<file path="config.mk">
export PLATFORM = sky130hd
export DESIGN_NAME = wdt_window
export DESIGN_NICKNAME = d
export VERILOG_FILES = /design/src/rtl/wdt_window_pkg.sv /design/src/rtl/wdt_window_regs.sv /design/src/rtl/wdt_window_tick.sv /design/src/rtl/wdt_window_cnt.sv /design/src/rtl/wdt_window.sv
export SDC_FILE = /design/constraint.sdc
export NUM_CORES = 1
export LEC_CHECK = 0
export ABC_AREA = 1
export CAP_MARGIN = 40
export CELL_PAD_IN_SITES_DETAIL_PLACEMENT = 0
export CELL_PAD_IN_SITES_GLOBAL_PLACEMENT = 2
export CORE_MARGIN = 2
export CORE_UTILIZATION = 37
export DETAILED_ROUTE_END_ITERATION = 8
export DONT_BUFFER_PORTS = 1
export PLACE_DENSITY = 0.83
export SLEW_MARGIN = 15
export SYNTH_ARGS = -nofsm -noshare
export SYNTH_HDL_FRONTEND = slang
export SYNTH_SLANG_ARGS = --single-unit
export TNS_END_PERCENT = 30
</file>
<file path="constraint.sdc">
create_clock -name clk_i -period 5.8 [get_ports clk_i]
set_input_delay 0.87 -clock clk_i [delete_from_list [all_inputs] [get_ports clk_i]]
set_output_delay 0.87 -clock clk_i [all_outputs]
set_load 0.01 [all_outputs]
</file>
<file path="src/rtl/wdt_window_pkg.sv">
package wdt_window_pkg;
  localparam int FIELD_W = 5;
  localparam logic [7:0] KEY_ARM = 8'h55;
  localparam logic [7:0] KEY_GO  = 8'hAA;

  typedef enum logic {KS_IDLE, KS_ARMED} key_state_e;

  typedef struct packed {
    logic [FIELD_W-1:0] ban_sel;
    logic               src_sel;
    logic               clk_en;
    logic [FIELD_W-1:0] per_sel;
    logic               cal_done;
    logic               lock;
    logic               win_mode;
    logic               spare;
    logic               enable;
  } cfg_t;

  localparam cfg_t CFG_RST = '{ban_sel: '0, src_sel: 1'b0, clk_en: 1'b1, per_sel: '0,
                               cal_done: 1'b1, lock: 1'b0, win_mode: 1'b0,
                               spare: 1'b0, enable: 1'b0};

  function automatic logic [31:0] cfg_pack(cfg_t c);
    logic [31:0] w;
    w        = '0;
    w[22:18] = c.ban_sel;
    w[17]    = c.src_sel;
    w[16]    = c.clk_en;
    w[12:8]  = c.per_sel;
    w[7]     = c.cal_done;
    w[4]     = c.lock;
    w[3]     = c.win_mode;
    w[1]     = c.spare;
    w[0]     = c.enable;
    return w;
  endfunction

  function automatic cfg_t cfg_unpack(logic [31:0] w);
    cfg_t c;
    c.ban_sel  = w[22:18];
    c.src_sel  = w[17];
    c.clk_en   = w[16];
    c.per_sel  = w[12:8];
    c.cal_done = w[7];
    c.lock     = w[4];
    c.win_mode = w[3];
    c.spare    = w[1];
    c.enable   = w[0];
    return c;
  endfunction
endpackage

</file>
<file path="src/rtl/wdt_window_regs.sv">
module wdt_window_regs
  import wdt_window_pkg::*;
(
  input  logic        clk_i,
  input  logic        rst_ni,
  input  logic        wr_en_i,
  input  logic        addr_i,
  input  logic [31:0] wdata_i,
  output cfg_t        cfg_o
);
  key_state_e state_q, state_d;
  cfg_t       cfg_q, cfg_d;
  logic [7:0] key;

  assign key = wdata_i[31:24];

  always_comb begin
    state_d = state_q;
    cfg_d   = cfg_q;
    if (wr_en_i) begin
      state_d = KS_IDLE;  // any write ends an armed sequence
      if (!addr_i) begin
        if (state_q == KS_IDLE && key == KEY_ARM) begin
          state_d = KS_ARMED;
        end else if (state_q == KS_ARMED && key == KEY_GO && !cfg_q.lock) begin
          cfg_d = cfg_unpack(wdata_i);
          if (cfg_q.enable) cfg_d.win_mode = cfg_q.win_mode;
        end
      end
    end
  end

  always_ff @(posedge clk_i or negedge rst_ni) begin
    if (!rst_ni) begin
      state_q <= KS_IDLE;
      cfg_q   <= CFG_RST;
    end else begin
      state_q <= state_d;
      cfg_q   <= cfg_d;
    end
  end

  assign cfg_o = cfg_q;

  assert_commit_needs_key_R1: assert property (@(posedge clk_i) disable iff (!rst_ni)
    (cfg_q != $past(cfg_q)) |->
      $past(wr_en_i && !addr_i && state_q == KS_ARMED && wdata_i[31:24] == KEY_GO));

  assert_lock_freezes_R9: assert property (@(posedge clk_i) disable iff (!rst_ni)
    $past(cfg_q.lock) |-> (cfg_q == $past(cfg_q)));

  assert_mode_held_R10: assert property (@(posedge clk_i) disable iff (!rst_ni)
    $past(cfg_q.enable) |-> (cfg_q.win_mode == $past(cfg_q.win_mode)));
endmodule

</file>
<file path="src/rtl/wdt_window_tick.sv">
module wdt_window_tick #(
  parameter int SYNC_STAGES = 2
) (
  input  logic clk_i,
  input  logic rst_ni,
  input  logic rc_clk_i,
  input  logic xtal_clk_i,
  input  logic src_sel_i,
  input  logic clk_en_i,
  output logic tick_o
);
  localparam int NSRC = 2;

  logic [NSRC-1:0] src_clk;
  logic [NSRC-1:0] rise;

  assign src_clk = {xtal_clk_i, rc_clk_i};

  for (genvar g = 0; g < NSRC; g++) begin : g_src
    logic [SYNC_STAGES:0] chain_q;
    always_ff @(posedge clk_i or negedge rst_ni) begin
      if (!rst_ni) chain_q <= '0;
      else         chain_q <= {chain_q[SYNC_STAGES-1:0], src_clk[g]};
    end
    assign rise[g] = chain_q[SYNC_STAGES-1] & ~chain_q[SYNC_STAGES];
  end

  assign tick_o = clk_en_i & rise[src_sel_i];
endmodule

</file>
<file path="src/rtl/wdt_window_cnt.sv">
module wdt_window_cnt
  import wdt_window_pkg::*;
#(
  parameter int CNT_W = (1 << FIELD_W) + 2
) (
  input  logic               clk_i,
  input  logic               rst_ni,
  input  logic               run_i,
  input  logic               win_i,
  input  logic [FIELD_W-1:0] ban_sel_i,
  input  logic [FIELD_W-1:0] per_sel_i,
  input  logic               tick_i,
  input  logic               clr_i,
  output logic               wdt_rst_o
);
  localparam int SH_W = FIELD_W + 1;

  logic [CNT_W-1:0] cnt_q, cnt_d;
  logic [CNT_W-1:0] per_len, ban_len, limit;
  logic [SH_W-1:0]  per_sh, ban_sh;
  logic             banned, bad_clr, expire, rst_q;

  assign per_sh  = SH_W'(per_sel_i) + SH_W'(1);
  assign ban_sh  = SH_W'(ban_sel_i) + SH_W'(1);
  assign per_len = CNT_W'(1) << per_sh;
  assign ban_len = win_i ? (CNT_W'(1) << ban_sh) : '0;
  assign limit   = ban_len + per_len;

  assign banned  = win_i && (cnt_q < ban_len);
  assign bad_clr = run_i && clr_i && banned;
  // >= covers a period shortened below the current count
  assign expire  = run_i && !clr_i && tick_i && (cnt_q >= limit - CNT_W'(1));

  always_comb begin
    cnt_d = cnt_q;
    if (!run_i || clr_i || expire) cnt_d = '0;
    else if (tick_i)               cnt_d = cnt_q + CNT_W'(1);
  end

  always_ff @(posedge clk_i or negedge rst_ni) begin
    if (!rst_ni) begin
      cnt_q <= '0;
      rst_q <= 1'b0;
    end else begin
      cnt_q <= cnt_d;
      rst_q <= bad_clr | expire;
    end
  end

  assign wdt_rst_o = rst_q;

  assert_restart_after_pulse_R8: assert property (@(posedge clk_i) disable iff (!rst_ni)
    wdt_rst_o |-> (cnt_q == '0));

  assert_late_clear_quiet_R6: assert property (@(posedge clk_i) disable iff (!rst_ni)
    (clr_i && !banned) |=> !wdt_rst_o);

  assert_idle_no_pulse_R11: assert property (@(posedge clk_i) disable iff (!rst_ni)
    !run_i |=> (!wdt_rst_o && cnt_q == '0));
endmodule

</file>
<file path="src/rtl/wdt_window.sv">
module wdt_window
  import wdt_window_pkg::*;
#(
  parameter int SYNC_STAGES = 2
) (
  input  logic        clk_i,
  input  logic        rst_ni,
  input  logic        rc_clk_i,
  input  logic        xtal_clk_i,
  input  logic        wr_en_i,
  input  logic        addr_i,
  input  logic [31:0] wdata_i,
  output logic [31:0] rdata_o,
  input  logic        clr_i,
  output logic        wdt_rst_o
);
  localparam int CNT_W = (1 << FIELD_W) + 2;

  cfg_t cfg;
  logic tick, clr_any;

  assign clr_any = clr_i | (wr_en_i & addr_i);

  wdt_window_regs u_regs (
    .clk_i   (clk_i),
    .rst_ni  (rst_ni),
    .wr_en_i (wr_en_i),
    .addr_i  (addr_i),
    .wdata_i (wdata_i),
    .cfg_o   (cfg)
  );

  wdt_window_tick #(.SYNC_STAGES(SYNC_STAGES)) u_tick (
    .clk_i      (clk_i),
    .rst_ni     (rst_ni),
    .rc_clk_i   (rc_clk_i),
    .xtal_clk_i (xtal_clk_i),
    .src_sel_i  (cfg.src_sel),
    .clk_en_i   (cfg.clk_en),
    .tick_o     (tick)
  );

  wdt_window_cnt #(.CNT_W(CNT_W)) u_cnt (
    .clk_i     (clk_i),
    .rst_ni    (rst_ni),
    .run_i     (cfg.enable),
    .win_i     (cfg.win_mode),
    .ban_sel_i (cfg.ban_sel),
    .per_sel_i (cfg.per_sel),
    .tick_i    (tick),
    .clr_i     (clr_any),
    .wdt_rst_o (wdt_rst_o)
  );

  assign rdata_o = cfg_pack(cfg);
endmodule

</file>
# Word level (Yosys, flattened, before mapping)
# Index checks and enable logic that the tools add are counted.
# totals
reg_bits	59
input_bits	39
output_inout_bits	33
elab_cells	62
# op_classes
n_addsub	5
order_cmp	3
n_eq_ne	2
n_shift	2
mux	7
bitwise	12
n_reduce_logical	17
# ops
operator	n
34-bit two-way mux	3
1-bit by 6-bit << shifter with 34-bit output (first input constant)	2
34-bit by 1-bit adder with 34-bit output (second input constant)	1
34-bit adder	1
34-bit >= comparator	1
34-bit < comparator	1
34-bit by 1-bit subtractor with 34-bit output (second input constant)	1
5-bit by 1-bit adder with 6-bit output (second input constant)	2
1-bit logical AND	9
8-bit by 7-bit == test with 1-bit output (second input constant)	1
8-bit == test (second input constant)	1
1-bit NOT	6
5-bit AND reduction	1
1-bit bitwise AND	4
1-bit two-way mux	4
4-bit AND reduction	1
1-bit logical NOT	3
1-bit logical OR	2
1-bit by 2-bit < comparator with 1-bit output (second input constant)	1
1-bit OR	2
2-bit nonzero test	1

# Logic depth before layout (Yosys ltp)
# logic_depth
word_depth	9
ltp_mapped	34
mapped_depth_nobuf	32

# Cells and area by module
# From an unflattened synthesis, not the netlist that was laid out.
# hier_totals
cells_unflattened	1254
hier_area_um2	8156.6
# modules_own_cells
module	n_inst	cells_per_inst	area_per_inst_um2	seq_area_each_um2
wdt_window_cnt	1	1119	6880.3	875.8
wdt_window_regs	1	103	970.9	452.9
wdt_window_tick	1	13	177.7	150.1
wdt_window	1	19	127.6	0.0

# Worst setup path after synthesis
# No wires, ideal clock.
# synth_path
path_kind	reg-to-reg
start	register u_regs.cfg_q, in the netlist u_regs.cfg_o[14]
end	register u_cnt.cnt_q[30]
setup_time_ps	117
arrival_ps	4051
required_ps	5683
path_slack_ps	1632
stages_incl_launch_ff	29
n_path_buf	2
synth_period_minus_slack_ps	4168
cell_sequence	dfrtp_1 inv_2 nor2_1 inv_1 nor2_2 nand2_1 o21ai_2 buf_2 nand2_1 ha_1 inv_1 ha_1 a21oi_1 a21boi_0 o21ai_0 a21oi_1 nand2_1 xnor2_1 ha_1 nand2_1 nor2_1 nand3_1 nor2_1 nand3_1 nand4_1 nand2_1 nand2_2 buf_4 nor2_1
# synth_between
elab_chain_len	9
elab_cells_between_ends	10
classes_between	add/sub (3); order compare (1); shift (1); mux (2); reduce/logical (3)
# synth_lines
item	line	text
from (decl)	wdt_window_regs.sv:12	cfg_t cfg_q, cfg_d;
from (signal assigned)	wdt_window_regs.sv:39	cfg_q <= cfg_d;
5-bit by 1-bit adder with 6-bit output *	wdt_window_cnt.sv:24	assign ban_sh = SH_W'(ban_sel_i) + SH_W'(1);
1-bit by 6-bit << shifter with 34-bit output *	wdt_window_cnt.sv:26	assign ban_len = win_i ? (CNT_W'(1) << ban_sh) : '0;
34-bit two-way mux *	wdt_window_cnt.sv:26	
34-bit adder *	wdt_window_cnt.sv:27	assign limit = ban_len + per_len;
34-bit by 1-bit subtractor with 34-bit output *	wdt_window_cnt.sv:32	assign expire = run_i && !clr_i && tick_i && (cnt_q >= limit - CNT_W'(1));
34-bit >= comparator *	wdt_window_cnt.sv:32	
1-bit logical AND *	wdt_window_cnt.sv:32	
1-bit logical OR *	wdt_window_cnt.sv:36	if (!run_i || clr_i || expire) cnt_d = '0;
34-bit two-way mux or 2-bit nonzero test (tied branches)	--	
to (signal assigned)	wdt_window_cnt.sv:45	cnt_q <= cnt_d;
to (decl)	wdt_window_cnt.sv:18	logic [CNT_W-1:0] cnt_q, cnt_d;
# Mark *: on every way between the ends. The rest lies on a longest branch, timed or not.
# A chain may end at the register's enable or synchronous reset.

# Worst setup path after layout
# layout_path
start	register u_regs.cfg_q, in the netlist u_regs.cfg_o[6]
end	register u_cnt.cnt_q[33]
# layout_between
elab_chain_len	8
elab_cells_between_ends	9
classes_between	add/sub (3); order compare (1); shift (1); mux (1); reduce/logical (3)
# layout_lines
item	line	text
5-bit by 1-bit adder with 6-bit output *	wdt_window_cnt.sv:23	assign per_sh = SH_W'(per_sel_i) + SH_W'(1);
1-bit by 6-bit << shifter with 34-bit output *	wdt_window_cnt.sv:25	assign per_len = CNT_W'(1) << per_sh;
34-bit adder *	wdt_window_cnt.sv:27	
34-bit by 1-bit subtractor with 34-bit output *	wdt_window_cnt.sv:32	
34-bit >= comparator *	wdt_window_cnt.sv:32	
1-bit logical AND *	wdt_window_cnt.sv:32	
1-bit logical OR *	wdt_window_cnt.sv:36	
34-bit two-way mux or 2-bit nonzero test (tied branches)	--	
# Marks and branches as above.

==> flow_metrics.py <==
metrics = {
    "die": {
        "die_h_um": 149,
        "die_w_um": 149,
        "core_area_mm2": 0.0209,
        "num_io_pins": 72,
        "fp-row-count": 53,
        "dieArea_mm2": 0.0223,
        "initial_core_util": 0.374,
    },
    "layout": {
        "antenna_cells": 0,
        "fin_nets": 1366,
        "final_util": 0.402,
        "syn_to_final_growth_pct": 7.65,
        "final_cell_mix": "307 x nand2_1, 174 x nor2_1, 171 x inv_1",
        "fin_cells": 1473,
        "layout_commonest_cell": "nand2_1",
        "drive_above_1_share": 0.0568,
    },
    "route": {
        "wl_per_cell_um": 15.9,
        "postRouteAntennaNets": 0,
        "dr_wl_met3_um": 932,
        "wl_met1_um": 11100,
        "viasPerCell": 4.90,
        "routed.top_layer": "met4",
        "drc_errors": 0,
        "drt_wl_total_um": 23400,
        "vias": 7217,
        "first_pass_iters": 5,
        "wl_met2_um": 11200,
        "drt-initial-drc-count": 424,
    },
    "worst_setup_path": {
        "crit_path_frequent_cell": "nand2_1",
        "rrSetupSlack_ns": 0.50,
        "slowest_delay_ns": 0.49,
        "r2r_start": "u_regs.cfg_o[6]$_DFFE_PN0P_",
        "cp_max_fo": 32,
        "setup.worst_path.class": "reg -> reg",
        "rr_worst_depth": 29,
        "critPathCaptureType": "flop",
        "crit_path_start_kind": "flop",
        "cp_slowest_cell": "dfrtp_1",
        "arrival_ns": 5.51,
        "critical_path_required_ns": 6.02,
        "r2r_end": "u_cnt.cnt_q[33]$_DFFE_PN0P_",
    },
    "min_path": {
        "hold_path.class": "in -> async",
    },
    "timing": {
        "tns_ns": 0,
        "clock_skew_ns": 0.00973,
        "hold_viol": 0,
        "max_slew_margin": 0.442,
        "worst_slack_ns": 0.502,
        "finalMaxSlewViolations": 0,
        "finalCriticalPeriod_ns": 5.30,
        "max_freq_mhz": 189,
        "finalSetupViolCount": 0,
        "finalCritPeriodShare": 0.913,
        "worst_hold_slack_ns": 0.224,
        "tightest_slew_ns": 0.835,
        "rsz0062_at_grt": "false",
    },
    "global_route": {
        "grt_pass1_wl_um": 37400,
        "gr-total-overflow": 0,
        "grt_pass1_vias": 6925,
        "global_route.usage.total": 0.219,
        "antenna_found_initial": 0,
        "grt_max_degree": 60,
    },
    "synth": {
        "synth_seq_cells": 59,
        "yosysUniqueCellTypes": 45,
        "async_reset_ff_frac": 1.00,
        "seq_area_frac_synth": 0.190,
        "avgSynthCellArea_um2": 6.58,
        "syn_inst": 1186,
        "yosys_warnings": 0,
        "ys.flop_type": "dfrtp_1",
        "syn_area_mm2": 0.00780,
        "synth_edf_count": 0,
    },
    "power_and_ir_drop": {
        "leakage_nw": 4.57,
        "irDropWorstVdd_mv": 0.167,
        "p_per_area_mw_per_mm2": 116,
    },
    "placement": {
        "gp_congestion": 0.898,
        "dp_hpwl_um": 20700,
        "dp_cells": 1457,
        "placement.io_buffers": 0,
        "preCtsSetupSlack_ns": 0.478,
    },
    "job": {
        "max_cap_viol_count": 0,
    },
    "cts": {
        "cts-root-buf": "clkbuf_16",
        "clock_latency_ns": 0.34,
        "holdBufCountCts": 0,
        "cts_tree": "done",
        "cts_sinks": 59,
        "clkTransAtPathRegs_ns": 0.06,
        "numCtsBuffers": 9,
        "htree_levels": 3,
        "clock_path_buffers": 2,
    },
    "status": {
        "outcome": "complete, no violations",
    },
}
==> per-layer routing <==
layer  global-route usage  vias to the layer above
met1                0.297                     3266
met3               0.0318                       14
met2                0.378                      136
li1                     -                     3801
met5              0.00455                        -
met4               0.0329                        0
==> kinds of logic (layout without fill, tap and decap cells) <==
family,after synthesis,count (layout),share of synthesized area
AO/OA/AOI/OAI,133,133,0.0962
flip-flops,59,59,0.190
AND/OR/NAND/NOR,601,601,0.329
multiplexers,4,4,0.00577
adder cells (fa/ha/maj),134,134,0.216
XOR/XNOR,46,46,0.0516
buffers and inverters,207,203,0.111
other,2,18,0.000963
==> sequential cells by signal (all words and copies together) (netlist names) <==
| signal | count |
|---|---|
| u_cnt.cnt_q | 34 |
| u_cnt.wdt_rst_o | 1 |
| u_regs.cfg_o | 17 |
| u_regs.state_q | 1 |
| u_tick.g_src.chain_q | 6 |
==> layout make-up <==
| cell class | count | area (um^2) |
|---|---|---|
| Fill cell | 2344 | 12500 |
| Multi-Input combinational cell | 936 | 5530 |
| Sequential cell | 59 | 1480 |
| Inverter | 177 | 666 |
| Tap cell | 275 | 344 |
| Clock buffer | 9 | 225 |
| Timing Repair Buffer | 10 | 87.6 |
| Clock inverter | 7 | 61.3 |
==> power by group <==
| group | internal [mW] | switching, mW |
|---|---|---|
| registers | 0.415 | 0.00118 |
| logic | 0.0173 | 0.0390 |
| clock network | 0.295 | 0.204 |
==> stage by stage <==
step | instance area, um^2 | power, mW
after detailed placement | 8100 | 0.479
after global routing | 8400 | 1.01
after floorplan | 7860 | 0.472
final | 8400 | 0.970
after global placement | 8100 | 0.479
after CTS | 8380 | 0.989
==> how the worst max path moves through the flow <==
| stage | startpoint | depth (start not counted) | slack, ns | to |
|---|---|---|---|---|
| 2_1_floorplan | u_regs.cfg_o[14]$_DFFE_PN0P_ | 28 | 1.63 | u_cnt.cnt_q[30]$_DFFE_PN0P_ |
| 3_3_place_gp | u_regs.cfg_o[12]$_DFFE_PN0P_ | 30 | 0.50 | u_cnt.cnt_q[33]$_DFFE_PN0P_ |
| 3_5_place_dp | u_regs.cfg_o[13]$_DFFE_PN0P_ | 30 | 0.48 | u_cnt.cnt_q[2]$_DFFE_PN0P_ |
| 4_1_cts | u_regs.cfg_o[13]$_DFFE_PN0P_ | 28 | 0.46 | u_cnt.cnt_q[2]$_DFFE_PN0P_ |
| 5_1_grt | u_regs.cfg_o[12]$_DFFE_PN0P_ | 30 | 0.003 | u_cnt.cnt_q[24]$_DFFE_PN0P_ |
| 6_report | u_regs.cfg_o[6]$_DFFE_PN0P_ | 29 | 0.50 | u_cnt.cnt_q[33]$_DFFE_PN0P_ |
==> synthesized netlist by cell type, drive strengths merged, types with 2 or more instances <==
cell type | instances | share of area
o21bai | 9 | 0.0087
conb | 2 | 0.00096
mux2 | 4 | 0.0058
inv | 176 | 0.085
nand2 | 311 | 0.15
a21o | 8 | 0.0077
nor2 | 185 | 0.094
o21ai | 32 | 0.022
nand3b | 6 | 0.0058
a31oi | 5 | 0.0040
a21oi | 70 | 0.045
dfstp | 2 | 0.0067
nor3 | 23 | 0.021
and2 | 2 | 0.0016
xor2 | 25 | 0.028
a21boi | 3 | 0.0029
nand4 | 21 | 0.020
clkbuf | 5 | 0.0024
buf | 25 | 0.023
dfrtp | 57 | 0.18
ha | 133 | 0.21
xnor2 | 21 | 0.024
nor4 | 6 | 0.0048
nand3 | 46 | 0.031
==> worst max-delay path, delay by kind of cell (launching register included) <==
kind	cells	cell delay (ns)
adder cells (fa/ha/maj)	3	0.91
AO/OA/AOI/OAI	3	0.60
AND/OR/NAND/NOR	17	2.47
buffers and inverters	5	0.53
XOR/XNOR	1	0.14
flip-flops	1	0.49
==> timing repair <==
item                                    4_1_cts  5_1_grt
endpoints found under the setup margin        0       32
setup buffers                                 0        0
resized for setup                             0        6
endpoints found under the hold margin         0        0
Power figures use the tool's default switching activity.
